## src/rtl/adc_sframer_pkg.sv

```systemverilog
package adc_sframer_pkg;

  // Strobes passed from the frame sequencer to the shift datapath.
  typedef struct packed {
    logic load;    // capture the result word at the start edge
    logic shift;   // advance to the next frame bit on a serial rising edge
    logic active;  // frame in progress
  } frameCtl_t;

endpackage

```

## src/rtl/adc_sframer_ctrl.sv

```systemverilog
module adc_sframer_ctrl
  import adc_sframer_pkg::*;
#(
  parameter int FRAME_W = 16
) (
  input  logic      clk,
  input  logic      rstN,
  input  logic      convStart,
  input  logic      clkFree,
  output logic      sclkQ,
  output frameCtl_t ctl
);

  localparam int EDGES = 2 * FRAME_W;
  localparam int CNT_W = $clog2(EDGES);
  localparam logic [CNT_W-1:0] LAST_CNT = CNT_W'(EDGES - 1);

  logic             activeQ;
  logic [CNT_W-1:0] edgeCnt;
  logic             startAcc;
  logic             lastEdge;

  assign startAcc = convStart && !activeQ;
  assign lastEdge = activeQ && (edgeCnt == LAST_CNT);

  always_ff @(posedge clk or negedge rstN) begin
    if (!rstN) begin
      activeQ <= 1'b0;
      edgeCnt <= '0;
      sclkQ   <= 1'b0;
    end else if (startAcc) begin
      activeQ <= 1'b1;
      edgeCnt <= '0;
      sclkQ   <= 1'b1;
    end else if (lastEdge) begin
      activeQ <= 1'b0;
      edgeCnt <= '0;
      sclkQ   <= clkFree ? ~sclkQ : 1'b0;
    end else if (activeQ) begin
      edgeCnt <= edgeCnt + 1'b1;
      sclkQ   <= ~sclkQ;
    end else begin
      sclkQ   <= clkFree ? ~sclkQ : 1'b0;
    end
  end

  always_comb begin
    ctl.load   = startAcc;
    ctl.shift  = activeQ && edgeCnt[0] && !lastEdge;
    ctl.active = activeQ;
  end

endmodule

```

## src/rtl/adc_sframer_dp.sv

```systemverilog
module adc_sframer_dp
  import adc_sframer_pkg::*;
#(
  parameter int RES_W  = 14,
  parameter int LEAD_W = 2
) (
  input  logic             clk,
  input  logic             rstN,
  input  frameCtl_t        ctl,
  input  logic [RES_W-1:0] result,
  output logic             bitOut
);

  localparam int FRAME_W = RES_W + LEAD_W;

  logic [FRAME_W-1:0] shiftQ;
  logic [FRAME_W-1:0] loadVal;

  generate
    if (LEAD_W > 0) begin : g_lead
      assign loadVal = {{LEAD_W{1'b0}}, result};
    end else begin : g_nolead
      assign loadVal = result;
    end
  endgenerate

  always_ff @(posedge clk or negedge rstN) begin
    if (!rstN) begin
      shiftQ <= '0;
    end else if (ctl.load) begin
      shiftQ <= loadVal;
    end else if (ctl.shift) begin
      shiftQ <= {shiftQ[FRAME_W-2:0], 1'b0};
    end
  end

  assign bitOut = shiftQ[FRAME_W-1];

endmodule

```

## src/rtl/adc_sframer.sv

```systemverilog
module adc_sframer
  import adc_sframer_pkg::*;
#(
  parameter int RES_W  = 14,
  parameter int LEAD_W = 2
) (
  input  logic             clk,
  input  logic             rstN,
  input  logic             convStart,
  input  logic [RES_W-1:0] result,
  input  logic             clkFree,
  output logic             sclkOut,
  output logic             sclkOe,
  output logic             sdataOut,
  output logic             sdataOe,
  output logic             strobeOut,
  output logic             strobeOe
);

  localparam int FRAME_W = RES_W + LEAD_W;

  frameCtl_t ctl;
  logic      sclkQ;
  logic      bitOut;

  adc_sframer_ctrl #(
    .FRAME_W(FRAME_W)
  ) u_ctrl (
    .clk      (clk),
    .rstN     (rstN),
    .convStart(convStart),
    .clkFree  (clkFree),
    .sclkQ    (sclkQ),
    .ctl      (ctl)
  );

  adc_sframer_dp #(
    .RES_W (RES_W),
    .LEAD_W(LEAD_W)
  ) u_dp (
    .clk   (clk),
    .rstN  (rstN),
    .ctl   (ctl),
    .result(result),
    .bitOut(bitOut)
  );

  assign sclkOut   = sclkQ;
  assign sclkOe    = ctl.active | clkFree;
  assign sdataOut  = bitOut;
  assign sdataOe   = ctl.active;
  assign strobeOut = ~ctl.active;
  assign strobeOe  = 1'b1;

endmodule

```

## config.mk

```make
export PLATFORM = sky130hd
export DESIGN_NAME = adc_sframer
export DESIGN_NICKNAME = d
export VERILOG_FILES = /design/src/rtl/adc_sframer_pkg.sv /design/src/rtl/adc_sframer_ctrl.sv /design/src/rtl/adc_sframer_dp.sv /design/src/rtl/adc_sframer.sv
export SDC_FILE = /design/constraint.sdc
export NUM_CORES = 1
export LEC_CHECK = 0
export BUFFER_PORTS_ARGS = -buffer_cell sky130_fd_sc_hd__buf_2
export CAP_MARGIN = 15
export CORE_ASPECT_RATIO = 2
export CORE_UTILIZATION = 35
export CTS_CLUSTER_SIZE = 28
export DETAILED_ROUTE_END_ITERATION = 7
export GPL_ROUTABILITY_DRIVEN = 0
export PLACE_DENSITY_LB_ADDON = 0.05
export SLEW_MARGIN = 20
export SYNTH_ARGS = -nofsm -noshare
export SYNTH_HDL_FRONTEND = slang
export SYNTH_SLANG_ARGS = --single-unit
```

## constraint.sdc

```tcl
create_clock -name clk -period 3.1 [get_ports clk]
set_input_delay 0.155 -clock clk [delete_from_list [all_inputs] [get_ports clk]]
set_output_delay 0.155 -clock clk [all_outputs]
set_load 0.005 [all_outputs]
```

Word-level counts from Yosys, hierarchy flattened
Cells that the tools add are included.
Widths: inputs -> output; s select.

word-level totals
  flip-flop bits (word level) = 23
  bits of input ports = 18
  logic and storage cells = 29
  output and inout port bits = 6

operators by class
  reduce and logical (&&, ||, !) cells = 9
  mux-type cells = 11
  equality and inequality tests = 1
  add/sub/neg operators = 1
  bitwise operators = 3

operator list
  kind                 number
  $mux 16              2
  $mux 5               3
  $mux 1               6
  $add 5x1->5 const B  1
  $eq 5x5->1 const B   1
  $logic_and 1x1->1    4
  $reduce_bool 2->1    2
  $reduce_bool 3->1    1
  $logic_not 1->1      2
  $not 1->1            2
  $or 1x1->1           1

Depth between registers and ports, before layout
  depth in word-level cells = 6
  mapped depth = 8
  depth with buffers taken out = 6

Cells and area by module
From an unflattened synthesis, not the netlist that was laid out.

second synthesis, totals
  cells, all modules = 98
  area, all modules = 1134.8 sq um

by module, submodules not included
  module            cells an instance  area each (sq um)  times used  seq. area each (sq um)
  adc_sframer_dp    67                 764.5              1           400.4
  adc_sframer_ctrl  27                 349.1              1           175.2
  adc_sframer       4                  21.3               1           0.0

Least setup slack after synthesis
No wires, ideal clock.

  kind = register to register
  start point = reg u_ctrl.edgeCnt[0]
  end point = reg u_dp.shiftQ[11]
  data required time = 2976 ps
  library setup time = 124 ps
  clock period less this slack = 1694 ps
  arrival = 1570 ps
  path slack = 1406 ps
  buffers on the path = 1
  cell stages (with the launch flop) = 8
  cell sequence = dfrtp_1 -> ha_1 -> and3_1 -> ha_1 -> nand3b_2 -> buf_2 -> nand3_1 -> nand3_1

between the ends
  word-level cells in the longest chain between the ends = 5
  elaborated cells on any way between the ends = 6
  classes of those cells = eq/ne: 1; reduce/logical: 5

RTL lines
  item                                  RTL line                text
  start, declared                       adc_sframer_ctrl.sv:19  logic [CNT_W-1:0] edgeCnt;
  start signal, assigned                adc_sframer_ctrl.sv:40  edgeCnt <= edgeCnt + 1'b1;
  $eq 5x5->1                            adc_sframer_ctrl.sv:24  assign lastEdge = activeQ && (edgeCnt == LAST_CNT);
  $logic_and 1x1->1                     adc_sframer_ctrl.sv:24
  $logic_not 1->1                       adc_sframer_ctrl.sv:49  ctl.shift = activeQ && edgeCnt[0] && !lastEdge;
  $logic_and 1x1->1 *                   adc_sframer_ctrl.sv:49
  $reduce_bool 2->1 (no source line) *  --
  end signal, assigned                  adc_sframer_dp.sv:31    shiftQ <= loadVal;
  end signal, assigned                  adc_sframer_dp.sv:33    shiftQ <= {shiftQ[FRAME_W-2:0], 1'b0};
  end, declared                         adc_sframer_dp.sv:16    logic [FRAME_W-1:0] shiftQ;

Every way passes the cells marked *; elsewhere a longest branch is shown, timed or not.
A chain may end at the register's enable or synchronous reset.

Worst setup path in the final report
  start point = reg u_ctrl.edgeCnt[0]
  end point = reg u_dp.shiftQ[13]

The elaborated chain is that of the path after synthesis.

==> impl_metrics.sql <==
INSERT INTO impl_metrics (metric_group, metric, value, unit) VALUES
('run_status', 'outcome', 'finished, final reports clean', ''),
('finish', 'layout.core_utilization', '41.6', '%'),
('timing', 'finalMaxSlewViolations', '0', ''),
('setup_path', 'cp_cell_sequence', 'ha_1 > and3_1 > ha_1 > and3b_1 > a21oi_1 > a21oi_1', ''),
('logic_synthesis', 'syn-mean-instance-area', '8.94', 'sq um'),
('timing', 'timing.max_slew.rel_slack', '57.5', '%'),
('floorplanning', 'fp.dieW', '41.6', 'um'),
('global_routing', 'grt_overflow', '0', ''),
('power_and_ir_drop', 'p_leak', '0.629', 'nW'),
('setup_path', 'worst_r2r_startpoint', 'u_ctrl.edgeCnt[0]', ''),
('drt', 'drt_pre_antenna_iters', '2', ''),
('timing', 'post_route_clock_period_utilization', '65.1', '%'),
('drt', 'drt-total-wl', '2330', 'um'),
('timing', 'timing.final.setup_violations', '0', ''),
('global_routing', 'grt_use_total', '15.2', '%'),
('setup_path', 'worstSetupPathType', 'register to register', ''),
('setup_path', 'max_stage_delay', '0.55', 'ns'),
('global_routing', 'antenna_found_initial', '0', ''),
('logic_synthesis', 'post_synth_inst_count', '123', ''),
('timing', 'minimum_clock_period_after_layout', '2.02', 'ns'),
('timing', 'unrepaired_setup_endpoints_after_global_routing', 'false', ''),
('worst_hold_path', 'holdCritPathClass', 'input pin to register', ''),
('timing', 'timing_worst_slew_pin_value', '0.637', 'ns'),
('floorplanning', 'dieHeight', '81.3', 'um'),
('cts', 'htree_num_levels', '1', ''),
('logic_synthesis', 'synth.yosys.seq_area_share', '52.3', '%'),
('worst_hold_path', 'worst_hold_startpoint', 'result[0]', ''),
('floorplanning', 'effective_utilization_at_floorplan', '36.9', '%'),
('timing', 'fin_tns_setup', '0', 'ns'),
('logic_synthesis', 'post-synth-top-area-cell', 'dfrtp_1', ''),
('logic_synthesis', 'syn_area', '1100', 'sq um'),
('drt', 'drc_markers', '0', ''),
('global_routing', 'grt_max_degree', '24', ''),
('drt', 'vias_per_cell', '5.10', ''),
('logic_synthesis', 'synth_top_area_share', '52.3', '%'),
('timing', 'max_freq', '0.495', 'GHz'),
('cts', 'clock-sinks', '23', ''),
('drt', 'drt-initial-drc-count', '7', ''),
('job', 'timing.max_cap.violations', '0', ''),
('floorplanning', 'floorplan.io_pins', '24', ''),
('setup_path', 'worst-endpoint-required', '3.29', 'ns'),
('drt', 'routed_wire_length_per_instance', '13.6', 'um'),
('cts', 'clock_path_buffers', '2', ''),
('timing', 'worst_hold_slack', '0.0821', 'ns'),
('logic_synthesis', 'post_synth_main_area_contributors', 'dfrtp_1 52%, nand2_1 12%, nand3_1 11%, buf_6 4.1%, ha_1 2.3%', ''),
('logic_synthesis', 'synth-seq-cells', '23', ''),
('logic_synthesis', 'synth_cell_type_count', '25', ''),
('finish', 'fin_nets', '163', ''),
('floorplanning', 'core_region_area', '2980', 'sq um'),
('power_and_ir_drop', 'peakVddDrop', '565', 'uV'),
('cts', 'root_buffer', 'clkbuf_8', ''),
('setup_path', 'worst_path_max_delay_cell', 'and3b_1', ''),
('cts', 'post_cts_resized', '0', ''),
('cts', 'cts_tree', 'yes', ''),
('drt', 'ant_nets', '0', ''),
('setup_path', 'critical_path.max_fanout', '15', ''),
('finish', 'drive_above_1_share', '19.7', '%'),
('cts', 'tritoncts.num_buffers', '3', ''),
('floorplanning', 'fp.dieArea', '3380', 'sq um'),
('cts', 'clk_transition_reported_paths', '0.08', 'ns'),
('logic_synthesis', 'yosys_warnings', '0', ''),
('setup_path', 'cp-start-kind', 'register', ''),
('floorplanning', 'fp-row-count', '28', ''),
('setup_path', 'crit_buf_inv', '0', ''),
('placement', 'port_buffers', '22', ''),
('global_routing', 'grt_pass1_vias', '894', ''),
('global_routing', 'global_route_wire_length_before_repair', '3980', 'um'),
('finish', 'filler_cell_count', '319', ''),
('setup_path', 'critical-path-top-delay-family', 'simple AND/OR/NAND/NOR gates', ''),
('setup_path', 'critPathLaunch', 'u_ctrl.edgeCnt[0]', ''),
('logic_synthesis', 'syn_nets', '143', ''),
('power_and_ir_drop', 'power-per-cell-area', '898', 'nW/um^2'),
('cts', 'clock_latency', '0.26', 'ns'),
('timing', 'final.setup_skew', '0.00276', 'ns'),
('finish', 'antennaDiodeCount', '0', ''),
('setup_path', 'critPathCaptureType', 'register', ''),
('setup_path', 'critical_path_arrival', '2.21', 'ns'),
('drt', 'via_count', '878', ''),
('timing', 'hold_violations', '0', ''),
('finish', 'syn2layout_area_growth', '12.5', '%'),
('placement', 'dpl.hpwl', '1630', 'um');
-- synthesized netlist by cell type --
master / number
ha_1: 2
o21ai_0: 3
nor3b_1: 1
a21oi_1: 4
o21ai_1: 1
and3_1: 2
nand3b_2: 1
buf_2: 2
or2_2: 1
a21o_1: 1
nand2b_1: 2
clkbuf_2: 2
inv_1: 1
nor2b_1: 2
buf_6: 4
conb_1: 1
a22o_1: 1
nand3b_1: 1
nand3_1: 25
o22ai_1: 2
and3b_1: 1
nand2_1: 36
nor2_1: 3
buf_4: 1
dfrtp_1: 23
-- layer usage --
| metal | up-vias | routed length, um | track usage (%) |
|---|---|---|---|
| met5 | - | 0 | 0 |
| met4 | 0 | 29 | 5.81 |
| met3 | 2 | 62 | 1.56 |
| met2 | 13 | 1300 | 30.3 |
| met1 | 420 | 940 | 15.6 |
| li1 | 443 | - | - |
-- cell type report --
type	count	area, sq um	area share, %
Tap cell	30	37.5	3.03
Multi-Input combinational cell	90	448	36.2
Clock buffer	4	45.0	3.64
Inverter	1	3.75	0.303
Sequential cell	23	576	46.5
Timing Repair Buffer	24	128	10.3
-- final timing paths --
path	slack, ns	end	cells after the start
max	1.08	u_dp.shiftQ[13]	6
min	0.08	u_dp.shiftQ[0]	3
max reg2reg	1.08	u_dp.shiftQ[13]	6
min reg2reg	0.45	u_ctrl.sclkQ	1
max in group asynchronous	2.34	u_dp.shiftQ[15]	2
min in group asynchronous	0.41	u_dp.shiftQ[2]	2
-- kinds of logic (layout without fill, tap and decap cells) --
logic type	Yosys count	in the layout	share of synthesized area, %
other	1	1	0.341
buffers and inverters	10	29	6.94
and+or+nand+nor	75	75	31.9
adders and majority gates	2	2	2.27
DFF	23	23	52.3
AOI/OAI and AO/OA	12	12	6.26
-- state kept, by name (all words and copies together), names as in the netlist --
signal	cells
u_dp.shiftQ	16
u_ctrl.activeQ	1
u_ctrl.sclkQ	1
u_ctrl.edgeCnt	5
-- per-stage QoR --
stage	power, mW	setup slack, ns	std cells	area [sq um]
after CTS	1.14	1.04	172	1240
after global placement	0.943	1.18	167	1180
after global routing	1.21	0.949	172	1240
after floorplan	0.869	1.41	123	1100
final	1.11	1.08	172	1240
after detailed placement	0.949	1.08	167	1180
-- repair_timing --
item / in CTS / in global routing
endpoints found under the hold margin: 23 / 0
endpoints found under the setup margin: 0 / 0
hold buffers: 1 / 0
buffers inserted: 0 / 0
-- cells in the final DEF (no fill, tap or decap), types with 3 or more instances in the layout --
cell type,n
o21ai_0,3
nand2_1,36
a21oi_1,4
dfrtp_1,23
nor2_1,3
clkbuf_8,3
nand3_1,25
buf_2,22
-- report_power, final --
part / switching [mW] / internal, mW
Combinational: 0.250 / 0.171
Sequential: 0.0900 / 0.416
Clock: 0.0927 / 0.0915
Total: 0.432 / 0.679
-- worst reg2reg max path, delay by kind of cell, from the launching register on --
family	cells	cell delay (ns)
DFF	1	0.45
adders and majority gates	2	0.46
AOI/OAI and AO/OA	2	0.31
and+or+nand+nor	2	0.74
Power figures use the tool's default switching activity.
